File: src/rtl/hps_pkg.sv
package hps_pkg;

    typedef enum logic {
        ST_IDLE = 1'b0,
        ST_SCAN = 1'b1
    } scan_st_e;

endpackage

File: src/rtl/hps_cand_pick.sv
module hps_cand_pick #(
    parameter int NUM_IRQ = 64,
    parameter int PRIO_W  = 8,
    parameter int GRP_W   = 2,
    localparam int IDX_W  = $clog2(NUM_IRQ)
) (
    input  logic [NUM_IRQ-1:0]        eligible,
    input  logic [NUM_IRQ-1:0]        routed,
    input  logic [NUM_IRQ*PRIO_W-1:0] prio_flat,
    input  logic [NUM_IRQ*GRP_W-1:0]  grp_flat,
    input  logic [IDX_W-1:0]          sel,
    output logic                      cand_ok,
    output logic [PRIO_W-1:0]         cand_prio,
    output logic [GRP_W-1:0]          cand_grp
);

    logic [PRIO_W-1:0] prio_arr [NUM_IRQ];
    logic [GRP_W-1:0]  grp_arr  [NUM_IRQ];

    for (genvar g = 0; g < NUM_IRQ; g++) begin : g_unpack
        assign prio_arr[g] = prio_flat[g*PRIO_W +: PRIO_W];
        assign grp_arr[g]  = grp_flat[g*GRP_W +: GRP_W];
    end

    // An interrupt with no valid target is never offered.
    assign cand_ok   = eligible[sel] & routed[sel];
    assign cand_prio = prio_arr[sel];
    assign cand_grp  = grp_arr[sel];

endmodule

File: src/rtl/hps_better.sv
module hps_better #(
    parameter int PRIO_W = 8,
    parameter int IDX_W  = 6
) (
    input  logic [IDX_W-1:0]  cand_idx,
    input  logic [PRIO_W-1:0] cand_prio,
    input  logic [IDX_W-1:0]  rec_idx,
    input  logic [PRIO_W-1:0] rec_prio,
    output logic              better
);

    // Lower value wins; equal value goes to the lower or same number.
    always_comb begin
        better = (cand_prio < rec_prio) ||
                 ((cand_prio == rec_prio) && (cand_idx <= rec_idx));
    end

endmodule

File: src/rtl/hppi_sel.sv
module hppi_sel
    import hps_pkg::*;
#(
    parameter int NUM_IRQ = 64,
    parameter int PRIO_W  = 8,
    parameter int GRP_W   = 2,
    localparam int IDX_W  = $clog2(NUM_IRQ)
) (
    input  logic                      clk,
    input  logic                      rst_n,
    input  logic                      start,
    input  logic                      full_scan,
    input  logic [IDX_W-1:0]          range_lo,
    input  logic [IDX_W-1:0]          range_hi,
    input  logic [NUM_IRQ-1:0]        eligible,
    input  logic [NUM_IRQ-1:0]        routed,
    input  logic [NUM_IRQ*PRIO_W-1:0] prio_flat,
    input  logic [NUM_IRQ*GRP_W-1:0]  grp_flat,
    output logic                      busy,
    output logic                      done,
    output logic [IDX_W-1:0]          best_idx,
    output logic [PRIO_W-1:0]         best_prio,
    output logic [GRP_W-1:0]          best_grp
);

    localparam logic [IDX_W-1:0]  LAST_IDX  = IDX_W'(NUM_IRQ - 1);
    localparam logic [PRIO_W-1:0] PRIO_NONE = {PRIO_W{1'b1}};

    typedef struct packed {
        scan_st_e          st;
        logic              whole;
        logic              seen;
        logic [IDX_W-1:0]  cur;
        logic [IDX_W-1:0]  lo;
        logic [IDX_W-1:0]  hi;
        logic [IDX_W-1:0]  rec_idx;
        logic [PRIO_W-1:0] rec_prio;
        logic [GRP_W-1:0]  rec_grp;
        logic              done;
    } sel_state_t;

    sel_state_t s_d, s_q;

    logic              cand_ok;
    logic [PRIO_W-1:0] cand_prio;
    logic [GRP_W-1:0]  cand_grp;
    logic              cand_better;
    logic              at_last;
    logic              take_win;
    logic              seen_now;
    logic              need_full;
    logic [IDX_W-1:0]  lo_clip;
    logic [IDX_W-1:0]  hi_clip;

    hps_cand_pick #(
        .NUM_IRQ (NUM_IRQ),
        .PRIO_W  (PRIO_W),
        .GRP_W   (GRP_W)
    ) u_pick (
        .eligible  (eligible),
        .routed    (routed),
        .prio_flat (prio_flat),
        .grp_flat  (grp_flat),
        .sel       (s_q.cur),
        .cand_ok   (cand_ok),
        .cand_prio (cand_prio),
        .cand_grp  (cand_grp)
    );

    hps_better #(
        .PRIO_W (PRIO_W),
        .IDX_W  (IDX_W)
    ) u_better (
        .cand_idx  (s_q.cur),
        .cand_prio (cand_prio),
        .rec_idx   (s_q.rec_idx),
        .rec_prio  (s_q.rec_prio),
        .better    (cand_better)
    );

    always_comb begin
        lo_clip = (range_lo > LAST_IDX) ? LAST_IDX : range_lo;
        hi_clip = (range_hi > LAST_IDX) ? LAST_IDX : range_hi;
        if (hi_clip < lo_clip) begin
            hi_clip = lo_clip;
        end

        at_last  = (s_q.cur == s_q.hi);
        take_win = (s_q.st == ST_SCAN) && cand_ok && cand_better;
        seen_now = s_q.seen | take_win;
        // Old winner inside the range and not re-confirmed.
        need_full = !s_q.whole && !seen_now && (s_q.rec_prio != PRIO_NONE) &&
                    (s_q.rec_idx >= s_q.lo) && (s_q.rec_idx <= s_q.hi);

        s_d      = s_q;
        s_d.done = 1'b0;

        unique case (s_q.st)
            ST_IDLE: begin
                if (start) begin
                    s_d.st   = ST_SCAN;
                    s_d.seen = 1'b0;
                    if (full_scan) begin
                        s_d.whole    = 1'b1;
                        s_d.cur      = '0;
                        s_d.lo       = '0;
                        s_d.hi       = LAST_IDX;
                        s_d.rec_prio = PRIO_NONE;
                    end else begin
                        s_d.whole = 1'b0;
                        s_d.cur   = lo_clip;
                        s_d.lo    = lo_clip;
                        s_d.hi    = hi_clip;
                    end
                end
            end
            ST_SCAN: begin
                if (take_win) begin
                    s_d.rec_idx  = s_q.cur;
                    s_d.rec_prio = cand_prio;
                    s_d.rec_grp  = cand_grp;
                    s_d.seen     = 1'b1;
                end
                if (at_last) begin
                    if (need_full) begin
                        s_d.whole    = 1'b1;
                        s_d.seen     = 1'b0;
                        s_d.cur      = '0;
                        s_d.lo       = '0;
                        s_d.hi       = LAST_IDX;
                        s_d.rec_prio = PRIO_NONE;
                    end else begin
                        s_d.st   = ST_IDLE;
                        s_d.done = 1'b1;
                    end
                end else begin
                    s_d.cur = s_q.cur + 1'b1;
                end
            end
            default: s_d.st = ST_IDLE;
        endcase
    end

    always_ff @(posedge clk or negedge rst_n) begin
        if (!rst_n) begin
            s_q          <= '0;
            s_q.st       <= ST_IDLE;
            s_q.rec_prio <= PRIO_NONE;
        end else begin
            s_q <= s_d;
        end
    end

    assign busy      = (s_q.st == ST_SCAN);
    assign done      = s_q.done;
    assign best_idx  = s_q.rec_idx;
    assign best_prio = s_q.rec_prio;
    assign best_grp  = s_q.rec_grp;

    // the completion pulse lasts a single cycle
    a_r9_done_single: assert property (@(posedge clk) disable iff (!rst_n)
        done |=> !done);

    // a start seen mid-walk does not reload the range
    a_r10_start_ignored: assert property (@(posedge clk) disable iff (!rst_n)
        (busy && start && !at_last) |=> (busy && $stable(s_q.lo) && $stable(s_q.hi)));

    // a full rescan begins with an idle record
    a_r5_full_clears: assert property (@(posedge clk) disable iff (!rst_n)
        (!busy && start && full_scan) |=> (busy && best_prio == PRIO_NONE));

    // inside a walk the recorded priority never gets worse
    a_r1_prio_monotone: assert property (@(posedge clk) disable iff (!rst_n)
        (busy && !at_last) |=> (best_prio <= $past(best_prio)));

    // an untargeted index leaves the record untouched
    a_r8_skip_unrouted: assert property (@(posedge clk) disable iff (!rst_n)
        (busy && !at_last && !routed[s_q.cur]) |=>
            ($stable(best_idx) && $stable(best_prio) && $stable(best_grp)));

    // busy drops exactly when done rises
    a_r10_busy_done: assert property (@(posedge clk) disable iff (!rst_n)
        done |-> !busy);

endmodule

File: config.mk
export PLATFORM = sky130hd
export DESIGN_NAME = hppi_sel
export DESIGN_NICKNAME = d
export VERILOG_FILES = /design/src/rtl/hps_pkg.sv /design/src/rtl/hps_cand_pick.sv /design/src/rtl/hps_better.sv /design/src/rtl/hppi_sel.sv
export SDC_FILE = /design/constraint.sdc
export NUM_CORES = 1
export LEC_CHECK = 0
export BUFFER_PORTS_ARGS = -buffer_cell sky130_fd_sc_hd__clkbuf_2
export CORE_AREA = 2 2 311 313
export DETAILED_ROUTE_END_ITERATION = 6
export DIE_AREA = 0 0 313 315
export GPL_ROUTABILITY_DRIVEN = 0
export PLACE_DENSITY = 0.36
export SYNTH_ARGS = -nofsm -noshare
export SYNTH_HDL_FRONTEND = slang
export SYNTH_SLANG_ARGS = --single-unit
export TNS_END_PERCENT = 100
File: constraint.sdc
create_clock -name clk -period 8.09 [get_ports clk]
set_clock_uncertainty 0.1 [all_clocks]
set_input_delay 0.809 -clock clk [delete_from_list [all_inputs] [get_ports clk]]
set_output_delay 0.809 -clock clk [all_outputs]
set_load 0.01 [all_outputs]
==> impl_metrics.toml, run 1 <==
[run_status]
status = "finished clean"

[synth]
synth_edf_count = 0
ys.flop_type = "dfrtp_1"
ys_seq_elements = 38
synthCells = 705
synth_area_leader_cell = "mux4_2"
synthTopCellsByCount = "mux4_2 (209), nand2_1 (48), buf_2 (39)"
async_reset_ff_share_pct = 100
synth_top_area_share_pct = 55.2
synth-seq-area-share_pct = 11.3
ys_top_cells_by_area = "mux4_2 (55%), dfrtp_1 (8.8%), ha_1 (4.7%), dfstp_2 (2.5%), buf_2 (2.3%)"
yosysMostFrequentCell = "mux4_2"
avgSynthCellArea_um2 = 12.1
ys_warn_count = 0
synthesis.area_um2 = 8530
yosysUniqueCellTypes = 57
synth_nets = 1521

[final_layout]
area_growth_syn_to_layout_pct = 64.4
drive_gt1_share_pct = 73.4
finish.instance_area_um2 = 14000
num-nets-final = 2258
final_cells = 2732

[sta]
setup_tns_ns = 0
final_max_slew_viol_count = 0
slew_headroom_pct = 24.5
rsz0062_at_grt = "no"
hold_viol_final = 0
timing.final.crit_share_pct = 75.5
worst_slew_pin_slew_ns = 1.12
period_needed_ns = 6.11
fin_hold_ws_ns = 0.430
setup_viol = 0
fmax_ghz = 0.164
fin_ws_ns = 1.98

[critical_path]
ff2ff_setup_slack_ns = 1.98
cp_data_required_time_ns = 8.11
timing.rr.start = "s_q[30]"
setup.worst_path.class = "reg2reg"
critPathCaptureType = "register"
setup.worst_path.start_class = "register"
rr_endpoint = "s_q[19]"
critPathMaxFanout = 90
arrival_ns = 6.13
r2r_cells = 14

[worst_hold_path]
holdPathStages = 2
min-delay-start = "s_q[35]"
min_to = "s_q[35]"
hold_class = "reg2reg"

[detailed_routing]
vias_per_cell = 3.83
first_pass_iters = 7
wl_per_cell_um = 25.4
drtAntennaViolNets = 0
drt_iter0_drc = 704
drc = 0
vias = 10500
wirelength_um = 69500

[floorplanning]
ios = 802
core_region_area_um2 = 95700
die_w_um = 313
die_h_um = 315
start_util_pct = 8.91
dieArea_um2 = 98600
rows = 114

[global_route]
grt_pass1_vias = 11600
grtUsageTotal_pct = 13.5
grt_overflow_total = 0
grt_pass1_wl_um = 93200
grt_max_degree = 91
antenna_found_initial = 29

[clocking]
clkSlewWorstSetupHoldPaths_ns = 0.06
cts-root-buf = "clkbuf_16"
numCtsBuffers = 5
cts_resized = 0
h-tree-depth = 2
clock_path_buffers = 2
post_cts_buffers = 0
clk_latency_ns = 0.30
cts_tree = "done"
cts_hold_buf = 0
cts_sinks = 38

[pwr]
ir_worst_vdd_uv = 143
p_per_area_nw_per_um2 = 317
leakage_uw = 0.00629

[placement]
hpwl_um = 61800
placed_area_um2 = 13800
dp_cells = 2711
port_buffers = 801
dp_slack_ns = 1.94

[job]
cap_violations = 0
## worst max-delay path, stage by stage (launching register included)
cell,delay [ns]
dfrtp_4,0.89
buf_12,0.42
mux4_2,0.48
mux4_2,0.49
mux4_2,0.56
ha_1,0.35
a21oi_1,0.18
nand2_1,0.07
o21ai_0,0.21
a21oi_1,0.12
o22ai_1,0.34
nand4_1,0.46
buf_4,0.38
nand2b_1,0.41
a32oi_1,0.17
## through the flow
| stage | util [%] | power [µW] |
|---|---|---|
| 3_3_place_gp | 14.5 | 4350 |
| 4_1_cts | 14.6 | 4620 |
| 2_1_floorplan | - | 3000 |
| 5_1_grt | 14.6 | 4850 |
| 6_report | 14.7 | 4450 |
| 3_5_place_dp | 14.5 | 4390 |
## logic make-up (layout without fill, tap and decap cells)
| logic type | after synthesis | count (layout) | synth area share [%] |
|---|---|---|---|
| xor+xnor | 8 | 8 | 0.821 |
| fa+ha+maj | 32 | 32 | 4.69 |
| mux | 215 | 215 | 55.9 |
| compound gates | 132 | 132 | 10.9 |
| flops | 38 | 38 | 11.3 |
| other cells | 0 | 13 | 0 |
| simple gates | 149 | 149 | 8.70 |
| buf+inv | 131 | 869 | 7.66 |
## report_power, final
| group | switching [µW] | internal (µW) |
|---|---|---|
| clock network | 89.3 | 122 |
| registers | 275 | 303 |
| logic | 1830 | 1830 |
| total | 2190 | 2260 |
## layout by cell type, fill, tap and decap left out, types with 5 or more instances in the layout
master,count
clkbuf_2,801
mux4_2,209
nand2_1,48
inv_1,36
ha_1,32
a21oi_1,26
o21ai_0,25
dfrtp_1,25
nand3_1,23
nor2_1,22
buf_4,19
diode_2,13
nand3b_1,10
nand4_1,8
dfstp_2,8
and2_0,7
nand2b_1,7
nor2b_1,7
a32oi_1,7
o22a_1,7
a32o_1,7
a21o_1,6
o211ai_1,6
nor3_1,6
xnor2_1,6
o22ai_1,5
a41oi_1,5
a22oi_1,5
clkbuf_16,5
## registers in the layout, summed over array words and instances (netlist names)
signal	count
done	1
best_grp	2
s_q	20
busy	1
best_prio	8
best_idx	6
## per-layer routing
metal  share of wire, %  up-vias  GRT usage, %
met5               0.27        -             0
met4                1.7       28          2.45
met3                8.4       75          4.32
met2                 48      578          22.6
met1                 41     5315          17.0
li1                   -     4468             -
## worst max-delay path by stage
stage                              to  slack, ns  depth (start not counted)  startpoint
final                         s_q[19]       1.98                         14     s_q[30]
after global routing          s_q[19]       1.49                         14     s_q[29]
after CTS                     s_q[19]       1.92                         14     s_q[29]
after detailed placement      s_q[19]       1.94                         14     s_q[29]
after global placement        s_q[19]       1.95                         14     s_q[29]
after floorplan           best_grp[0]       3.85                         13     s_q[32]
## area by class of cell
type | count | area [µm²]
Antenna cell | 13 | 32.5
Clock buffer | 6 | 139
Clock inverter | 2 | 12.5
Fill cell | 10900 | 81700
Inverter | 38 | 145
Multi-Input combinational cell | 536 | 6920
Sequential cell | 38 | 975
Tap cell | 1276 | 1600
Timing Repair Buffer | 823 | 4210
No activity file was read; power rests on OpenSTA's default activity.
==> inputs of run 2 (changes only) <==
--- a/config.mk
+++ b/config.mk
@@ -5,12 +5,13 @@
 export SDC_FILE = /design/constraint.sdc
 export NUM_CORES = 1
 export LEC_CHECK = 0
+export ABC_AREA = 1
 export BUFFER_PORTS_ARGS = -buffer_cell sky130_fd_sc_hd__clkbuf_2
-export CORE_AREA = 2 2 311 313
+export CORE_AREA = 2 2 308 310
 export DETAILED_ROUTE_END_ITERATION = 6
-export DIE_AREA = 0 0 313 315
+export DIE_AREA = 0 0 310 312
 export GPL_ROUTABILITY_DRIVEN = 0
-export PLACE_DENSITY = 0.36
+export PLACE_DENSITY = 0.38
 export SYNTH_ARGS = -nofsm -noshare
 export SYNTH_HDL_FRONTEND = slang
 export SYNTH_SLANG_ARGS = --single-unit
==> constraint.sdc (replaced) <==
create_clock -name clk -period 6.2 [get_ports clk]
set_clock_uncertainty 0.1 [all_clocks]
set_input_delay 0.62 -clock clk [delete_from_list [all_inputs] [get_ports clk]]
set_output_delay 0.62 -clock clk [all_outputs]
set_load 0.01 [all_outputs]
==> impl_metrics.toml, run 2 <==
[run_status]
status = "finished clean"

[final_layout]
regMostFlops = "s_q"
final_common_cell = "clkbuf_2"
area_growth_syn_to_layout_pct = 52.6
layout_common_cells = "clkbuf_2 (801), nand2_1 (707), nand3_1 (280), o21ai_0 (162), nor2_1 (158)"
finish.instance_area_um2 = 14900
num-nets-final = 3368
drive_gt1_share_pct = 34.0
largest_reg_flops = 20

[sta]
slew_headroom_pct = 46.3
final_max_slew_viol_count = 0
timing.final.crit_share_pct = 77.0
worst_slew_pin_slew_ns = 0.806
fmax_ghz = 0.210
setup_viol = 0
hold_viol_final = 0
period_needed_ns = 4.77
setup_tns_ns = 0
fin_hold_ws_ns = 0.297
rsz0062_at_grt = "no"

[worst_hold_path]
hold_class = "in2async"

[synth]
ys_seq_elements = 38
synthCells = 1885
synth_edf_count = 0
synth_area_leader_cell = "nand2_1"
avgSynthCellArea_um2 = 5.17
synth_nets = 2701
synth_top_area_share_pct = 27.2
synthTopCellsByCount = "nand2_1 (707), nand3_1 (280), o21ai_0 (162)"
synth-seq-area-share_pct = 9.86
yosysUniqueCellTypes = 34
synthesis.area_um2 = 9740
async_reset_ff_share_pct = 100
ys_top_cells_by_area = "nand2_1 (27%), nand3_1 (14%), o21ai_0 (8.3%), dfrtp_1 (7.7%), nor2_1 (6.1%)"
yosysMostFrequentCell = "nand2_1"
ys_warn_count = 0
ys.flop_type = "dfrtp_1"

[clocking]
cts_resized = 0
clkSlewWorstSetupHoldPaths_ns = 0.07
clock_path_buffers = 2
cts_hold_buf = 0
clk_latency_ns = 0.29
post_cts_buffers = 0
cts_sinks = 38
numCtsBuffers = 5
cts-root-buf = "clkbuf_16"
cts_tree = "done"
h-tree-depth = 2

[floorplanning]
die_w_um = 310
core_region_area_um2 = 93000
ios = 802
start_util_pct = 10.5
rows = 112
dieArea_um2 = 96700
die_h_um = 312

[global_route]
grt_overflow_total = 0
antenna_found_initial = 21
grt_pass1_vias = 15600
grt_max_degree = 139
grtUsageTotal_pct = 15.5
grt_pass1_wl_um = 109000

[detailed_routing]
drtAntennaViolNets = 0
vias_per_cell = 4.05
first_pass_iters = 5
drc = 0
wl_per_cell_um = 20.8
wirelength_um = 79500
drt_iter0_drc = 834
vias = 15400

[critical_path]
critPathMaxFanout = 58
arrival_ns = 4.90
cp_data_required_time_ns = 6.33
setup.worst_path.class = "reg2reg"
setup.worst_path.start_class = "register"
critPathCaptureType = "register"

[pwr]
ir_worst_vdd_uv = 407
p_comb_share_pct = 86.4
p_sw_uw = 4580
report.power.total_uw = 7000
swShare_pct = 65.4
power_frac_seq_pct = 9.9
leakage_uw = 0.00784
p_clk_share_pct = 3.7
power.internal_uw = 2430
p_per_area_nw_per_um2 = 471

[placement]
placed_area_um2 = 14700
port_buffers = 801
hpwl_um = 65800

[job]
cap_violations = 0
[run 2: cell types whose count changed in the layout (fill, tap and decap cells not counted), moves of 11 or more]
cell / delta
inv_1: +18
a21oi_1: +80
nand3_1: +257
o22ai_1: +55
nor2_1: +136
o211ai_1: +11
o21ai_0: +137
nand2_1: +659
mux4_2: -209
o221ai_1: +34
[run 2: stage by stage]
step                      utilization [%]  instances  setup WS, ns
after detailed placement             15.8       3799          1.34
after floorplan                         -       1885          2.97
final                                16.0       3818          1.43
after global routing                 16.0       3810          1.02
after global placement               15.8       3799          1.31
after CTS                            15.9       3807          1.33
[run 2: cell families after synthesis]
family | count (synthesis) | synth area share, %
compound gates | 403 | 23.7
xor+xnor | 6 | 0.539
simple gates | 1170 | 49.3
fa+ha+maj | 32 | 4.11
flops | 38 | 9.86
buf+inv | 236 | 12.5
[run 2: final cells by class]
cell class	count	area [µm²]
fill	11200	78200
multi-input combinational	1611	7560
timing repair buffer	835	4340
tap	1254	1570
sequential	38	977
inverter	61	245
clock buffer	5	125
antenna	11	27.5
clock inverter	3	21.3
[run 2: path summary, 6_finish.rpt]
path / endpoint / slack, ns / cells after the start / start
min in group clk: s_q[26] / 0.37 / 2 / s_q[26]
setup / recovery: s_q[30] / 1.43 / 18 / s_q[30]
setup reg to reg: s_q[30] / 1.43 / 18 / s_q[30]
max in group asynchronous: s_q[30] / 5.29 / 2 / rst_n
hold reg to reg: s_q[26] / 0.37 / 2 / s_q[26]
hold / removal: best_idx[0] / 0.30 / 2 / rst_n
[run 2: layer usage]
layer	track usage (%)	routed length (µm)	part of all wire, %
met1	19.6	34200	43
met2	27.9	39100	49
met3	2.69	5150	6.5
met4	2.14	984	1.2
met5	0	90	0.11
[run 2: power groups by stage]
stage / combinational [µW] / sequential, µW / clock [µW]
after floorplan: 4070 / 485 / 0
after global placement: 6250 / 722 / 0
after detailed placement: 6220 / 720 / 0
after CTS: 6240 / 719 / 266
after global routing: 6820 / 727 / 275
final: 6050 / 696 / 258
[run 2: worst max-delay path, stage by stage, from the launching register on]
cell and delay (ns):
dfrtp_4 0.67, inv_6 0.47, buf_12 0.30, nand3_1 0.11
nand3_1 0.26, a21oi_1 0.11, o211ai_1 0.37, nand2_1 0.19
ha_1 0.33, nand2_1 0.07, nor3_1 0.22, nand2_1 0.08
a21oi_1 0.22, nand3_2 0.34, nand3_2 0.22, nand3_1 0.11
nand2_1 0.23, nand2_1 0.09, nand2_1 0.07
